$ cat src/rtl/cfg_loader_pkg.sv
package cfg_loader_pkg;

  localparam int MODE_W = 3;
  localparam logic [MODE_W-1:0] MODE_SERIAL_MASTER = 3'b000;

  typedef enum logic [2:0] {
    ST_INIT  = 3'd0,
    ST_HUNT  = 3'd1,
    ST_LEN   = 3'd2,
    ST_LOAD  = 3'd3,
    ST_DONE  = 3'd4,
    ST_FAULT = 3'd5,
    ST_IDLE  = 3'd6
  } ldr_state_t;

endpackage

$ cat src/rtl/cfg_cclk_gen.sv
module cfg_cclk_gen #(
  parameter int DIV = 4
) (
  input  logic clk,
  input  logic rst_n,
  input  logic en_i,
  output logic cclk_o,
  output logic tick_o
);
  localparam int HALF = DIV / 2;
  localparam int CW   = (DIV > 2) ? $clog2(DIV) : 1;

  logic [CW-1:0] cnt_q, cnt_d;
  logic          cclk_q, cclk_d;

  always_comb begin
    cnt_d = '0;
    if (en_i) begin
      cnt_d = (cnt_q == CW'(DIV - 1)) ? '0 : cnt_q + 1'b1;
    end
    cclk_d = en_i && (cnt_d >= CW'(HALF));
  end

  always_ff @(posedge clk or negedge rst_n) begin
    if (!rst_n) begin
      cnt_q  <= '0;
      cclk_q <= 1'b0;
    end else begin
      cnt_q  <= cnt_d;
      cclk_q <= cclk_d;
    end
  end

  // rising edge of cclk happens at the same edge this tick is seen
  assign tick_o = en_i && (cnt_q == CW'(HALF - 1));
  assign cclk_o = cclk_q;

  a_r3_rise_only_enabled: assert property (@(posedge clk) disable iff (!rst_n)
    $rose(cclk_o) |-> $past(en_i));

endmodule

$ cat src/rtl/cfg_hdr_parser.sv
module cfg_hdr_parser #(
  parameter int PRE_ONES = 8,
  parameter int LEN_W    = 24
) (
  input  logic             clk,
  input  logic             rst_n,
  input  logic             clr_i,
  input  logic             tick_i,
  input  logic             din_i,
  input  logic             hunt_en_i,
  input  logic             len_en_i,
  output logic             sync_hit_o,
  output logic             len_last_o,
  output logic [LEN_W-1:0] len_val_o
);
  localparam int PW  = PRE_ONES + 4;
  localparam int BCW = $clog2(LEN_W);
  localparam logic [PW-1:0]  PATTERN  = {{PRE_ONES{1'b1}}, 4'b0010};
  localparam logic [BCW-1:0] BIT_LAST = BCW'(LEN_W - 1);

  logic [PW-2:0]    win_q, win_d;
  logic [LEN_W-2:0] len_q, len_d;
  logic [BCW-1:0]   bcnt_q, bcnt_d;

  assign sync_hit_o = hunt_en_i && tick_i && ({win_q, din_i} == PATTERN);
  assign len_last_o = len_en_i && tick_i && (bcnt_q == BIT_LAST);
  assign len_val_o  = {len_q, din_i};

  always_comb begin
    win_d  = win_q;
    len_d  = len_q;
    bcnt_d = bcnt_q;
    if (clr_i) begin
      win_d  = '0;
      len_d  = '0;
      bcnt_d = '0;
    end else begin
      if (hunt_en_i && tick_i) win_d = {win_q[PW-3:0], din_i};
      if (len_en_i && tick_i) begin
        len_d  = {len_q[LEN_W-3:0], din_i};
        bcnt_d = (bcnt_q == BIT_LAST) ? '0 : bcnt_q + 1'b1;
      end
    end
  end

  always_ff @(posedge clk or negedge rst_n) begin
    if (!rst_n) begin
      win_q  <= '0;
      len_q  <= '0;
      bcnt_q <= '0;
    end else begin
      win_q  <= win_d;
      len_q  <= len_d;
      bcnt_q <= bcnt_d;
    end
  end

  a_r5_len_starts_clean: assert property (@(posedge clk) disable iff (!rst_n)
    $rose(len_en_i) |-> (bcnt_q == '0));

endmodule

$ cat src/rtl/cfg_pulse_ctr.sv
module cfg_pulse_ctr #(
  parameter int W = 24
) (
  input  logic         clk,
  input  logic         rst_n,
  input  logic         load_i,
  input  logic [W-1:0] load_val_i,
  input  logic         dec_i,
  output logic         last_o
);
  logic [W-1:0] cnt_q, cnt_d;

  always_comb begin
    cnt_d = cnt_q;
    if (load_i)     cnt_d = load_val_i;
    else if (dec_i) cnt_d = cnt_q - 1'b1;
  end

  always_ff @(posedge clk or negedge rst_n) begin
    if (!rst_n) cnt_q <= '0;
    else        cnt_q <= cnt_d;
  end

  assign last_o = (cnt_q == W'(1));

  a_r5_no_underflow: assert property (@(posedge clk) disable iff (!rst_n)
    (dec_i && !load_i) |-> (cnt_q != '0));

endmodule

$ cat src/rtl/cfg_serial_loader.sv
module cfg_serial_loader
  import cfg_loader_pkg::*;
#(
  parameter int CLK_DIV     = 4,
  parameter int INIT_CYCLES = 16,
  parameter int SYNC_LIMIT  = 1024,
  parameter int PRE_ONES    = 8,
  parameter int LEN_W       = 24
) (
  input  logic              clk,
  input  logic              rst_n,
  input  logic              restart_n_i,
  input  logic [MODE_W-1:0] mode_i,
  input  logic              din_i,
  input  logic              done_in_i,
  output logic              cclk_o,
  output logic              init_n_o,
  output logic              done_o,
  output logic              err_o
);
  localparam int ICW = (INIT_CYCLES > 1) ? $clog2(INIT_CYCLES) : 1;
  localparam int TOW = $clog2(SYNC_LIMIT + 1);
  localparam logic [ICW-1:0] IC_LAST = ICW'(INIT_CYCLES - 1);

  ldr_state_t       state_q, state_d;
  logic [ICW-1:0]   icnt_q, icnt_d;
  logic             clk_en, tick;
  logic             sync_hit, len_last, to_last, ld_last;
  logic [LEN_W-1:0] len_val;
  logic             init_end, go_hunt, ld_load;

  assign clk_en   = (state_q == ST_HUNT) || (state_q == ST_LEN) || (state_q == ST_LOAD);
  assign init_end = (state_q == ST_INIT) && restart_n_i && (icnt_q == IC_LAST);
  assign go_hunt  = init_end && (mode_i == MODE_SERIAL_MASTER);
  assign ld_load  = len_last && (len_val != '0);

  cfg_cclk_gen #(.DIV(CLK_DIV)) u_cclk (
    .clk    (clk),
    .rst_n  (rst_n),
    .en_i   (clk_en),
    .cclk_o (cclk_o),
    .tick_o (tick)
  );

  cfg_hdr_parser #(.PRE_ONES(PRE_ONES), .LEN_W(LEN_W)) u_hdr (
    .clk        (clk),
    .rst_n      (rst_n),
    .clr_i      (state_q == ST_INIT),
    .tick_i     (tick),
    .din_i      (din_i),
    .hunt_en_i  (state_q == ST_HUNT),
    .len_en_i   (state_q == ST_LEN),
    .sync_hit_o (sync_hit),
    .len_last_o (len_last),
    .len_val_o  (len_val)
  );

  cfg_pulse_ctr #(.W(TOW)) u_sync_timer (
    .clk        (clk),
    .rst_n      (rst_n),
    .load_i     (go_hunt),
    .load_val_i (TOW'(SYNC_LIMIT)),
    .dec_i      ((state_q == ST_HUNT) && tick && !sync_hit),
    .last_o     (to_last)
  );

  cfg_pulse_ctr #(.W(LEN_W)) u_load_ctr (
    .clk        (clk),
    .rst_n      (rst_n),
    .load_i     (ld_load),
    .load_val_i (len_val),
    .dec_i      ((state_q == ST_LOAD) && tick),
    .last_o     (ld_last)
  );

  always_comb begin
    state_d = state_q;
    if (!restart_n_i) begin
      state_d = ST_INIT;
    end else begin
      case (state_q)
        ST_INIT:  if (init_end) state_d = go_hunt ? ST_HUNT : ST_IDLE;
        ST_HUNT:  if (tick) begin
                    if (sync_hit)     state_d = ST_LEN;
                    else if (to_last) state_d = ST_FAULT;
                  end
        ST_LEN:   if (len_last) state_d = ld_load ? ST_LOAD : ST_DONE;
        ST_LOAD:  if (tick && ld_last) state_d = ST_DONE;
        ST_DONE:  if (!done_in_i) state_d = ST_INIT;
        default:  state_d = state_q;
      endcase
    end
    icnt_d = '0;
    if ((state_q == ST_INIT) && restart_n_i && !init_end) icnt_d = icnt_q + 1'b1;
  end

  always_ff @(posedge clk or negedge rst_n) begin
    if (!rst_n) begin
      state_q <= ST_INIT;
      icnt_q  <= '0;
    end else begin
      state_q <= state_d;
      icnt_q  <= icnt_d;
    end
  end

  assign init_n_o = (state_q != ST_INIT);
  assign done_o   = (state_q == ST_DONE);
  assign err_o    = (state_q == ST_FAULT);

  a_r1_init_quiet: assert property (@(posedge clk) disable iff (!rst_n)
    (!init_n_o && $past(!init_n_o)) |-> (!cclk_o && !done_o));
  a_r2_other_mode_idle: assert property (@(posedge clk) disable iff (!rst_n)
    ($rose(init_n_o) && ($past(mode_i) != MODE_SERIAL_MASTER)) |-> !clk_en);
  a_r6_quiet_after_done: assert property (@(posedge clk) disable iff (!rst_n)
    (done_o && $past(done_o)) |-> !cclk_o);
  a_r7_done_pull_restarts: assert property (@(posedge clk) disable iff (!rst_n)
    (done_o && !done_in_i) |=> !init_n_o);
  a_r8_restart_aborts: assert property (@(posedge clk) disable iff (!rst_n)
    !restart_n_i |=> !init_n_o);
  a_r9_fault_quiet: assert property (@(posedge clk) disable iff (!rst_n)
    (err_o && $past(err_o)) |-> (!cclk_o && !done_o));

endmodule

$ cat config.mk
export PLATFORM = sky130hd
export DESIGN_NAME = cfg_serial_loader
export DESIGN_NICKNAME = d
export VERILOG_FILES = /design/src/rtl/cfg_loader_pkg.sv /design/src/rtl/cfg_cclk_gen.sv /design/src/rtl/cfg_hdr_parser.sv /design/src/rtl/cfg_pulse_ctr.sv /design/src/rtl/cfg_serial_loader.sv
export SDC_FILE = /design/constraint.sdc
export NUM_CORES = 1
export LEC_CHECK = 0
export ABC_AREA = 1
export BUFFER_PORTS_ARGS = -buffer_cell sky130_fd_sc_hd__buf_2
export CORE_AREA = 2 2 94 186
export DETAILED_ROUTE_END_ITERATION = 10
export DIE_AREA = 0 0 96 188
export HOLD_SLACK_MARGIN = 0.05
export PLACE_DENSITY = 0.41
export SETUP_SLACK_MARGIN = 0.4
export SLEW_MARGIN = 20
export SYNTH_ARGS = -nofsm -noshare
export SYNTH_HDL_FRONTEND = slang
export SYNTH_HIERARCHICAL = 1
export SYNTH_SLANG_ARGS = --single-unit
export TNS_END_PERCENT = 20
$ cat constraint.sdc
create_clock -name clk -period 4.75 [get_ports clk]
set_clock_uncertainty 0.2 [all_clocks]
set_input_delay 0.475 -clock clk [delete_from_list [all_inputs] [get_ports clk]]
set_output_delay 0.475 -clock clk [all_outputs]
set_load 0.05 [all_outputs]
Yosys cells after proc, flatten, opt, wreduce, memory -nomap -nowiden
Index checks and enable logic that the tools add are counted.
{"block": "classes", "eq_ne": 19, "magnitude_cmp": 1, "reduce_logical": 27, "n_mux": 25, "n_addsub": 5}
{"op": "two-way mux 24 bit", "count": 2}
{"op": "two-way mux 23 bit", "count": 2}
{"op": "two-way mux 11 bit", "count": 4}
{"op": "two-way mux 3 bit", "count": 10}
{"op": "== test 24 x 1 -> 1 bit (second input constant)", "count": 1}
{"op": "nonzero test 24 bit", "count": 1}
{"op": "subtractor 24 x 1 -> 24 bit (second input constant)", "count": 1}
{"op": "two-way mux 5 bit", "count": 3}
{"op": "one-hot mux 3 bit (5 select lines)", "count": 1}
{"op": "logical AND 1 bit", "count": 14}
{"op": "== test 12 bit (second input constant)", "count": 1}
{"op": "inequality test 3 bit (second input constant)", "count": 4}
{"op": "== test 11 x 1 -> 1 bit (second input constant)", "count": 1}
{"op": "subtractor 11 x 1 -> 11 bit (second input constant)", "count": 1}
{"op": "nonzero test 2 bit", "count": 4}
{"op": "AND reduction 7 bit", "count": 1}
{"op": "== test 3 x 2 -> 1 bit (second input constant)", "count": 2}
{"op": "== test 3 bit (second input constant)", "count": 2}
{"op": "zero test 3 bit", "count": 2}
{"op": "inequality test 6 x 1 -> 1 bit (second input constant)", "count": 1}
{"op": "adder 5 x 1 -> 5 bit (second input constant)", "count": 1}
{"op": "== test 5 bit (second input constant)", "count": 1}
{"op": "adder 4 x 1 -> 4 bit (second input constant)", "count": 1}
{"op": "== test 4 bit (second input constant)", "count": 1}
{"op": "other kinds (12)", "count": 15}
{"block": "totals", "wordCells": 86, "regBits": 84, "inputBits": 8, "out_inout_bits": 4}

Logic depth before layout (Yosys ltp)
Gate-level depths: netlist of the first run.
{"block": "depth", "ltp_word": 11, "ltp_mapped": 17, "mapped_depth_nobuf": 17}

Modules after synthesis
The synthesis of the first run kept the hierarchy.
{"module": "cfg_hdr_parser", "cells_per_inst": 184, "n_inst": 1, "seq_area_each_um2": 975.9, "area_each_um2": 1744.2}
{"module": "cfg_pulse_ctr (u_load_ctr)", "cells_per_inst": 239, "n_inst": 1, "seq_area_each_um2": 600.6, "area_each_um2": 1692.9}
{"module": "cfg_pulse_ctr (u_sync_timer)", "cells_per_inst": 102, "n_inst": 1, "seq_area_each_um2": 275.3, "area_each_um2": 725.7}
{"module": "cfg_serial_loader", "cells_per_inst": 109, "n_inst": 1, "seq_area_each_um2": 175.2, "area_each_um2": 631.9}
{"module": "cfg_cclk_gen", "cells_per_inst": 12, "n_inst": 1, "seq_area_each_um2": 50.0, "area_each_um2": 105.1}

Worst setup path before layout of the first run
No wires, ideal clock.
{"block": "synth_timing", "path_type": "register to register", "start": "reg u_cclk/cclk_o (netlist name)", "end": "reg u_sync_timer.cnt_q[8]", "arrival_time_ns": 2.282, "setup_time_ns": 0.068, "period_less_slack_ns": 2.550, "stages_incl_launch_ff": 18, "t_required_ns": 4.482, "path_buffers": 0, "slack_ns": 2.200, "path_cell_list": "dfrtp_1 -> inv_1 -> ha_1 -> nand2_1 -> inv_1 -> nand2_1 -> inv_1 -> nand4_1 -> nor2_1 -> inv_1 -> nand3_2 -> nor2_1 -> inv_2 -> nor2_4 -> inv_2 -> nor2_4 -> nand3_1 -> nand3_1"}
{"element": "end signal: assignment", "line_no": "cfg_pulse_ctr.sv:21", "rtl": "else cnt_q <= cnt_d;"}
{"element": "end: declaration", "line_no": "cfg_pulse_ctr.sv:11", "rtl": "logic [W-1:0] cnt_q, cnt_d;"}

Worst setup path in the final report of the first run
{"block": "layout_timing", "start": "reg state_q[1]", "end": "reg u_load_ctr.cnt_q[3]"}
{"block": "layout_between", "elab_chain_cells": 8, "elab_cells_between_ends": 12, "classes_between": "eq/ne: 3; mux: 1; reduce/logical: 8"}
{"element": "start: declaration", "line_no": "cfg_serial_loader.sv:25", "rtl": "ldr_state_t state_q, state_d;"}
{"element": "start signal: assignment", "line_no": "cfg_serial_loader.sv:102", "rtl": "state_q <= state_d;"}
{"element": "== test 3 x 1 -> 1 bit / == test 3 x 2 -> 1 bit (equally long branches)", "line_no": "cfg_serial_loader.sv:32", "rtl": "assign clk_en = (state_q == ST_HUNT) || (state_q == ST_LEN) || (state_q == ST_LOAD);"}
{"element": "logical OR 1 bit", "line_no": "cfg_serial_loader.sv:32"}
{"element": "logical OR 1 bit (*)", "line_no": "cfg_serial_loader.sv:32"}
{"element": "net clk_en", "line_no": "cfg_serial_loader.sv:27", "rtl": "logic clk_en, tick;"}
{"element": "logical AND 1 bit (*)", "line_no": "cfg_cclk_gen.sv:35", "rtl": "assign tick_o = en_i && (cnt_q == CW'(HALF - 1));"}
{"element": "net tick", "line_no": "cfg_serial_loader.sv:27"}
{"element": "logical AND 1 bit (*) (2 in series)", "line_no": "cfg_hdr_parser.sv:26", "rtl": "assign len_last_o = len_en_i && tick_i && (bcnt_q == BIT_LAST);"}
{"element": "net len_last", "line_no": "cfg_serial_loader.sv:28", "rtl": "logic sync_hit, len_last, to_last, ld_last;"}
{"element": "logical AND 1 bit (*)", "line_no": "cfg_serial_loader.sv:35", "rtl": "assign ld_load = len_last && (len_val != '0);"}
{"element": "net ld_load", "line_no": "cfg_serial_loader.sv:30", "rtl": "logic init_end, go_hunt, ld_load;"}
{"element": "two-way mux 24 bit / nonzero test 2 bit (equally long branches)"}
{"element": "end signal: assignment", "line_no": "cfg_pulse_ctr.sv:21"}
{"element": "end: declaration", "line_no": "cfg_pulse_ctr.sv:11"}
The timed path passes the listed nets; every way through them passes the cells marked *.
A chain may end at the register's enable or synchronous reset.

==> results.yml, run 1 <==
final_layout:
  post-route-util_pct: 32.8
  nNetsFinal: 681
  final_common_cell: "nand2_1"
  final_cell_mix: "nand2_1 (154), nand3_1 (86), dfrtp_1 (83)"
  syn_to_final_growth_pct: 11.5
  layoutNonFillerInstCount: 877
  design_area_sq_um: 5460
  antenna_cells: 0
  drive_above_1_share_pct: 11.8
sta:
  period_share_pct: 74.0
  tns_ns: 0
  setup_violations: 0
  setup_slack_ns: 1.24
  tightest_slew_ns: 0.940
  hold_slack_ns: 0.263
  hold_viol_final: 0
  slew_headroom_pct: 37.3
  final-max-slew-violation-count: 0
  rsz0062_at_grt: "no"
  fmax_ghz: 0.285
  finalCriticalPeriod_ns: 3.51
floorplan:
  start_util_pct: 29.4
  ios: 12
  die_w_um: 96
  die-area_sq_um: 18000
  die_h_um: 188
  rows: 67
  core_area_sq_um: 16700
routing:
  ant_nets: 0
  drtIter0Drc: 233
  drt_pass1_iterations: 4
  wl_per_cell_um: 15.1
  drc: 0
  vias_per_cell: 4.79
  via_count: 4201
  wl_um: 13300
logic_synthesis:
  synth_area_sq_um: 4900
  syn_avg_cell_area_sq_um: 7.58
  syn-instance-count: 646
  yosysUniqueCellTypes: 37
  ys_ff_latch: 83
  yosys_warnings: 6
  seq_area_frac_synth_pct: 42.4
pwr:
  sequentialPowerShare_pct: 40.2
  power_mw: 1.85
  ir_worst_vdd_mv: 0.169
  power_density_nw_per_um2: 339
  p_int_mw: 1.22
  p_sw_uw: 637
  sw_frac_of_total_pct: 34.3
  p_leak_nw: 2.70
  p_comb_share_pct: 20.8
  clockPowerShare_pct: 39.0
grt:
  antenna_found_initial: 0
  grt_pass1_vias: 4499
  grt_usage_pct: 16.2
  grt_max_degree: 54
  grt_pass1_wl_um: 22200
  grt.overflow.total: 0
cts:
  h-tree-depth: 3
  clkSinkCount: 83
  root_buffer: "clkbuf_16"
  cts_tree: "built"
  insertion_delay_ns: 0.35
  cts_buffers: 9
  cts_max_path_buffers: 2
  cts_resized: 0
  clkTransAtPathRegs_ns: 0.06
placement:
  place_ws_ns: 1.24
  gp_congestion: 0.817
  placedCellCount: 860
  hpwl_um: 10200
  placed_cell_area_sq_um: 5150
  portBuffers: 11
job:
  cap_violations: 0
critical_path:
  cp-end-kind: "flip-flop"
  cp_data_arrival_time_ns: 3.59
  cp_max_fo: 21
  crit_required_ns: 4.83
  cp-start-kind: "flip-flop"
  rr_worst_depth: 16
  path_class: "reg -> reg"
outcome:
  status: "complete, no violations"
worst_hold_path:
  hold_path.class: "reg -> reg"
  worstHoldPathCells: 1
[path summary, 6_finish.rpt]
check	startpoint	to	slack, ns
max in group asynchronous	rst_n	u_hdr/bcnt_q[1]	2.90
min in group asynchronous	rst_n	u_load_ctr/cnt_q[0]	0.54
min reg2reg	icnt_q[0]	icnt_q[0]	0.26
max reg2reg	state_q[1]	u_load_ctr/cnt_q[3]	1.24
max	state_q[1]	u_load_ctr/cnt_q[3]	1.24
min	icnt_q[0]	icnt_q[0]	0.26
[logic make-up after synthesis]
family	after synthesis	share of synthesized area [%]
AO/OA/AOI/OAI	72	9.70
XOR/XNOR	8	1.43
adder cells (fa/ha/maj)	8	2.04
buffers and inverters	99	9.19
flip-flops	83	42.4
other	2	0.153
AND/OR/NAND/NOR	374	35.1
[flip-flops by register name, summed over array words and instances (netlist names)]
name,cells
u_hdr/win_q,11
u_hdr/bcnt_q,5
u_hdr/len_q,23
state_q,3
u_cclk/cnt_q,1
u_sync_timer/cnt_q,11
u_load_ctr/cnt_q,24
icnt_q,4
u_cclk/cclk_o,1
[per-layer routing]
layer  routed length [um]  GRT usage [%]  part of all wire, %  up-vias
met5                    0              0                    0        -
met1                 4930           16.2                   37     1961
met4                  663           10.1                  5.0        0
li1                     -              -                    -     2134
met3                  259           1.81                  1.9       32
met2                 7440           30.1                   56       74
[critical path, stage by stage, from the launching register on]
cell     delay [ns]
dfrtp_1        0.44
nor2_1         0.21
nor2_1         0.11
nand2_1        0.08
inv_1          0.09
nand2_4        0.20
inv_2          0.17
nand2_1        0.13
nor2_1         0.07
nand2_1        0.09
inv_1          0.19
buf_4          0.27
nor2_2         0.74
inv_2          0.15
nor3_1         0.17
a21oi_1        0.06
nand2_1        0.06
[power by group through the flow]
stage	sequential [mW]	clock (mW)	combinational, mW
floorplan	0.760	0	0.320
global placement	0.757	0	0.389
detailed placement	0.758	0	0.390
CTS	0.745	0.748	0.392
global route	0.748	0.775	0.430
finish	0.745	0.724	0.386
[layout make-up]
class / count / area (sq um)
Clock buffer: 9 / 225
Tap cell: 207 / 259
Clock inverter: 7 / 78.8
Inverter: 82 / 318
Multi-Input combinational cell: 473 / 2410
Fill cell: 1789 / 11200
Timing Repair Buffer: 16 / 97.6
Sequential cell: 83 / 2080
[Yosys cell counts (all sizes together)]
master  instances  area share (%)
o21bai          1            0.15
o21ai          24             2.5
ha              8             2.0
nor2          102             9.9
a21oi           5            0.51
o221ai          3            0.54
conb            2            0.15
nand2         162              13
inv            82             6.5
and3            1            0.13
nand3          89             9.4
o211ai          4            0.61
buf            15             2.6
dfrtp          83              42
o31ai          16             2.5
a21o            2            0.31
nand4           9             1.1
nand3b          1            0.15
clkbuf          2            0.15
xnor2           5            0.89
a22oi          17             2.6
xor2            3            0.54
nor3           10             1.0
[repair_timing]
item                      CTS  global route
hold buffers                1             0
hold endpoints to repair   52             0
buffers inserted            0             0
(Power assumes the default switching activity.)
==> run 2, diff against run 1 <==
Settings changed: ABC_AREA 1 to 0, CORE_AREA 2 2 94 186 to 2 2 89 176, DIE_AREA 0 0 96 188 to 0 0 91 178, PLACE_DENSITY 0.41 to 0.42.
Clock period 4.75 ns to 3.2 ns, I/O delays scaled along.
==> results.yml, run 2 <==
outcome:
  status: "complete, no violations"
floorplan:
  start_util_pct: 29.5
  rows: 63
  ios: 12
  die_h_um: 178
  die_w_um: 91
  core_area_sq_um: 14800
  die-area_sq_um: 16200
grt:
  grt_pass1_vias: 3609
  antenna_found_initial: 0
  grt.overflow.total: 0
  grt_max_degree: 71
  grt_usage_pct: 14.2
  grt_pass1_wl_um: 18100
critical_path:
  crit_path_max_incr_delay_ns: 0.49
  crit_required_ns: 3.27
  cp_data_arrival_time_ns: 2.81
  path_delay_family: "simple AND/OR/NAND/NOR gates"
  path_class: "reg -> reg"
  cp-start-kind: "flip-flop"
  critical_path_buf_inv_count: 1
  cp-end-kind: "flip-flop"
  cp_max_fo: 5
  worst_path_max_delay_cell: "or4_1"
  worstPathCellList: "nor4_2 > buf_4 > and4_1 > and3_1 > nor2b_4 > o21ai_2 > nand4_4 > or4_1 > o21ai_1"
pwr:
  p_sw_uw: 845
  power_density_nw_per_um2: 513
  p_leak_nw: 1.95
  sequentialPowerShare_pct: 43.0
  p_int_mw: 1.80
  sw_frac_of_total_pct: 32.0
  clockPowerShare_pct: 37.1
  p_comb_share_pct: 19.9
  ir_worst_vdd_mv: 0.264
logic_synthesis:
  synth_compound_area_share_pct: 13.8
  synthMuxAreaShare_pct: 0.229
  yosysUniqueCellTypes: 62
  synth_edf_count: 0
  syn-instance-count: 486
  yosysTopAreaCellShare_pct: 47.5
  ys_ff_latch: 83
  synth_area_leaders: "dfrtp_1 (47%), nand2_1 (9.2%), a21oi_1 (4.2%)"
  async_flop_share_pct: 100
  synth_xor_area_share_pct: 4.20
  syn_avg_cell_area_sq_um: 9.00
  synth_fa_ha_area_share_pct: 2.29
  synth_area_leader_cell: "dfrtp_1"
  synth_area_sq_um: 4370
  synth_common_cells: "nand2_1 (107), dfrtp_1 (83), a21oi_1 (37)"
  synth_top_family_by_area: "simple AND/OR/NAND/NOR gates"
  synth-main-ff-cell: "dfrtp_1"
  synth-simple-area-share_pct: 27.8
  seq_area_frac_synth_pct: 47.5
  yosys_warnings: 6
  yosysMostFrequentCell: "nand2_1"
final_layout:
  area.sequential_sq_um: 2080
  antenna_cells: 0
  top_regs: "u_load_ctr/cnt_q x24, u_hdr/len_q x23"
  multiInputGateArea_sq_um: 2260
  syn_to_final_growth_pct: 17.8
  drive_above_1_share_pct: 16.4
  final_common_cell: "nand2_1"
  largest-register: "u_load_ctr/cnt_q"
  fill_cells: 1606
  final_cell_mix: "nand2_1 (106), dfrtp_1 (82), a21oi_1 (37)"
  nNetsFinal: 530
  largest_register_ffs: 24
worst_hold_path:
  hold_path.class: "in -> reg"
routing:
  wl_per_cell_um: 15.1
  drt_pass1_iterations: 4
  via_count: 3519
  drc: 0
  drtIter0Drc: 167
  wl_um: 10800
  ant_nets: 0
  vias_per_cell: 4.93
cts:
  root_buffer: "clkbuf_16"
  insertion_delay_ns: 0.34
  clkSinkCount: 83
  cts_buffers: 9
  clkTransAtPathRegs_ns: 0.07
  h-tree-depth: 3
  cts_max_path_buffers: 2
  cts_tree: "built"
job:
  cap_violations: 0
sta:
  final-max-slew-violation-count: 0
  setup_violations: 0
  rsz0062_at_grt: "yes"
  period_share_pct: 85.5
  slew_headroom_pct: 64.3
  fmax_ghz: 0.365
  tns_ns: 0
  hold_viol_final: 0
  hold_slack_ns: 0.0600
  tightest_slew_ns: 0.534
  finalCriticalPeriod_ns: 2.74
placement:
  hpwl_um: 7630
  portBuffers: 11
  gp_congestion: 0.783
[run 2: cell types whose count changed after synthesis, sizes merged, moves of 15 or more]
cell and change:
a22oi -17, nand3 -82, a21oi +32, nor2 -75, or4 +15, nand2 -54, inv -67
[run 2: path summary, 6_finish.rpt]
kind / slack, ns / cells after the start / endpoint / startpoint
setup / recovery: 0.46 / 9 / state_q[1] / u_load_ctr/cnt_q[12]
hold / removal: 0.06 / 3 / state_q[2] / restart_n_i
setup reg to reg: 0.46 / 9 / state_q[1] / u_load_ctr/cnt_q[12]
hold reg to reg: 0.29 / 1 / u_cclk/cnt_q[0] / u_cclk/cnt_q[0]
max in group asynchronous: 1.96 / 3 / u_hdr/bcnt_q[2] / rst_n
min in group asynchronous: 0.18 / 2 / u_hdr/win_q[7] / rst_n
[run 2: what timing repair did]
item                                    CTS  global route
hold buffers                              1             0
setup buffers                             2             1
gates resized for setup                   1             5
pin swaps                                 2             4
endpoints found under the setup margin    4             7
hold endpoints to repair                 83             0
[run 2: cell type report]
cell class	count	area share (%)
Clock buffer	10	4.44
Clock inverter	6	0.971
Inverter	15	1.09
Multi-Input combinational cell	372	43.8
Sequential cell	83	40.3
Tap cell	195	4.73
Timing Repair Buffer	33	4.61
[run 2: kinds of logic after synthesis]
kind of cell               Yosys count
DFF                                 83
xor gates and xnor gates            21
other                                2
and+or+nand+nor                    228
muxes                                1
adders and majority gates            8
AOI/OAI and AO/OA                  103
buffers and inverters               40
[run 2: metal layers]
layer / part of all wire, % / global-route usage (%) / up-vias
met5: 0 / 0 / -
met4: 1.7 / 4.73 / 0
met3: 2.3 / 2.45 / 11
met2: 56 / 26.9 / 48
met1: 41 / 15.7 / 1704
li1: - / - / 1756
[run 2: metrics by stage]
stage,area [sq um],power (mW),instances,utilization (%),setup slack [ns]
6_report,5150,2.64,714,34.8,0.463
5_1_grt,5150,2.79,714,34.8,0.314
4_1_cts,5110,2.68,713,34.5,0.377
3_5_place_dp,4800,1.68,694,32.4,0.354
3_3_place_gp,4800,1.67,694,32.4,0.356
2_1_floorplan,4470,1.52,495,-,0.388
[run 2: worst register-to-register path, cell delays in order (launching register included)]
cell and delay, ns:
dfrtp_1 0.43, nor4_2 0.32, buf_4 0.19, and4_1 0.30, and3_1 0.24, nor2b_4 0.05
o21ai_2 0.17, nand4_4 0.16, or4_1 0.50, o21ai_1 0.13
[run 2: power groups by stage]
stage	Combinational (mW)	Sequential [mW]	Clock, mW
after floorplan	0.359	1.16	0
after global placement	0.522	1.15	0
after detailed placement	0.523	1.15	0
after CTS	0.527	1.14	1.02
after global routing	0.586	1.14	1.06
final	0.526	1.14	0.981
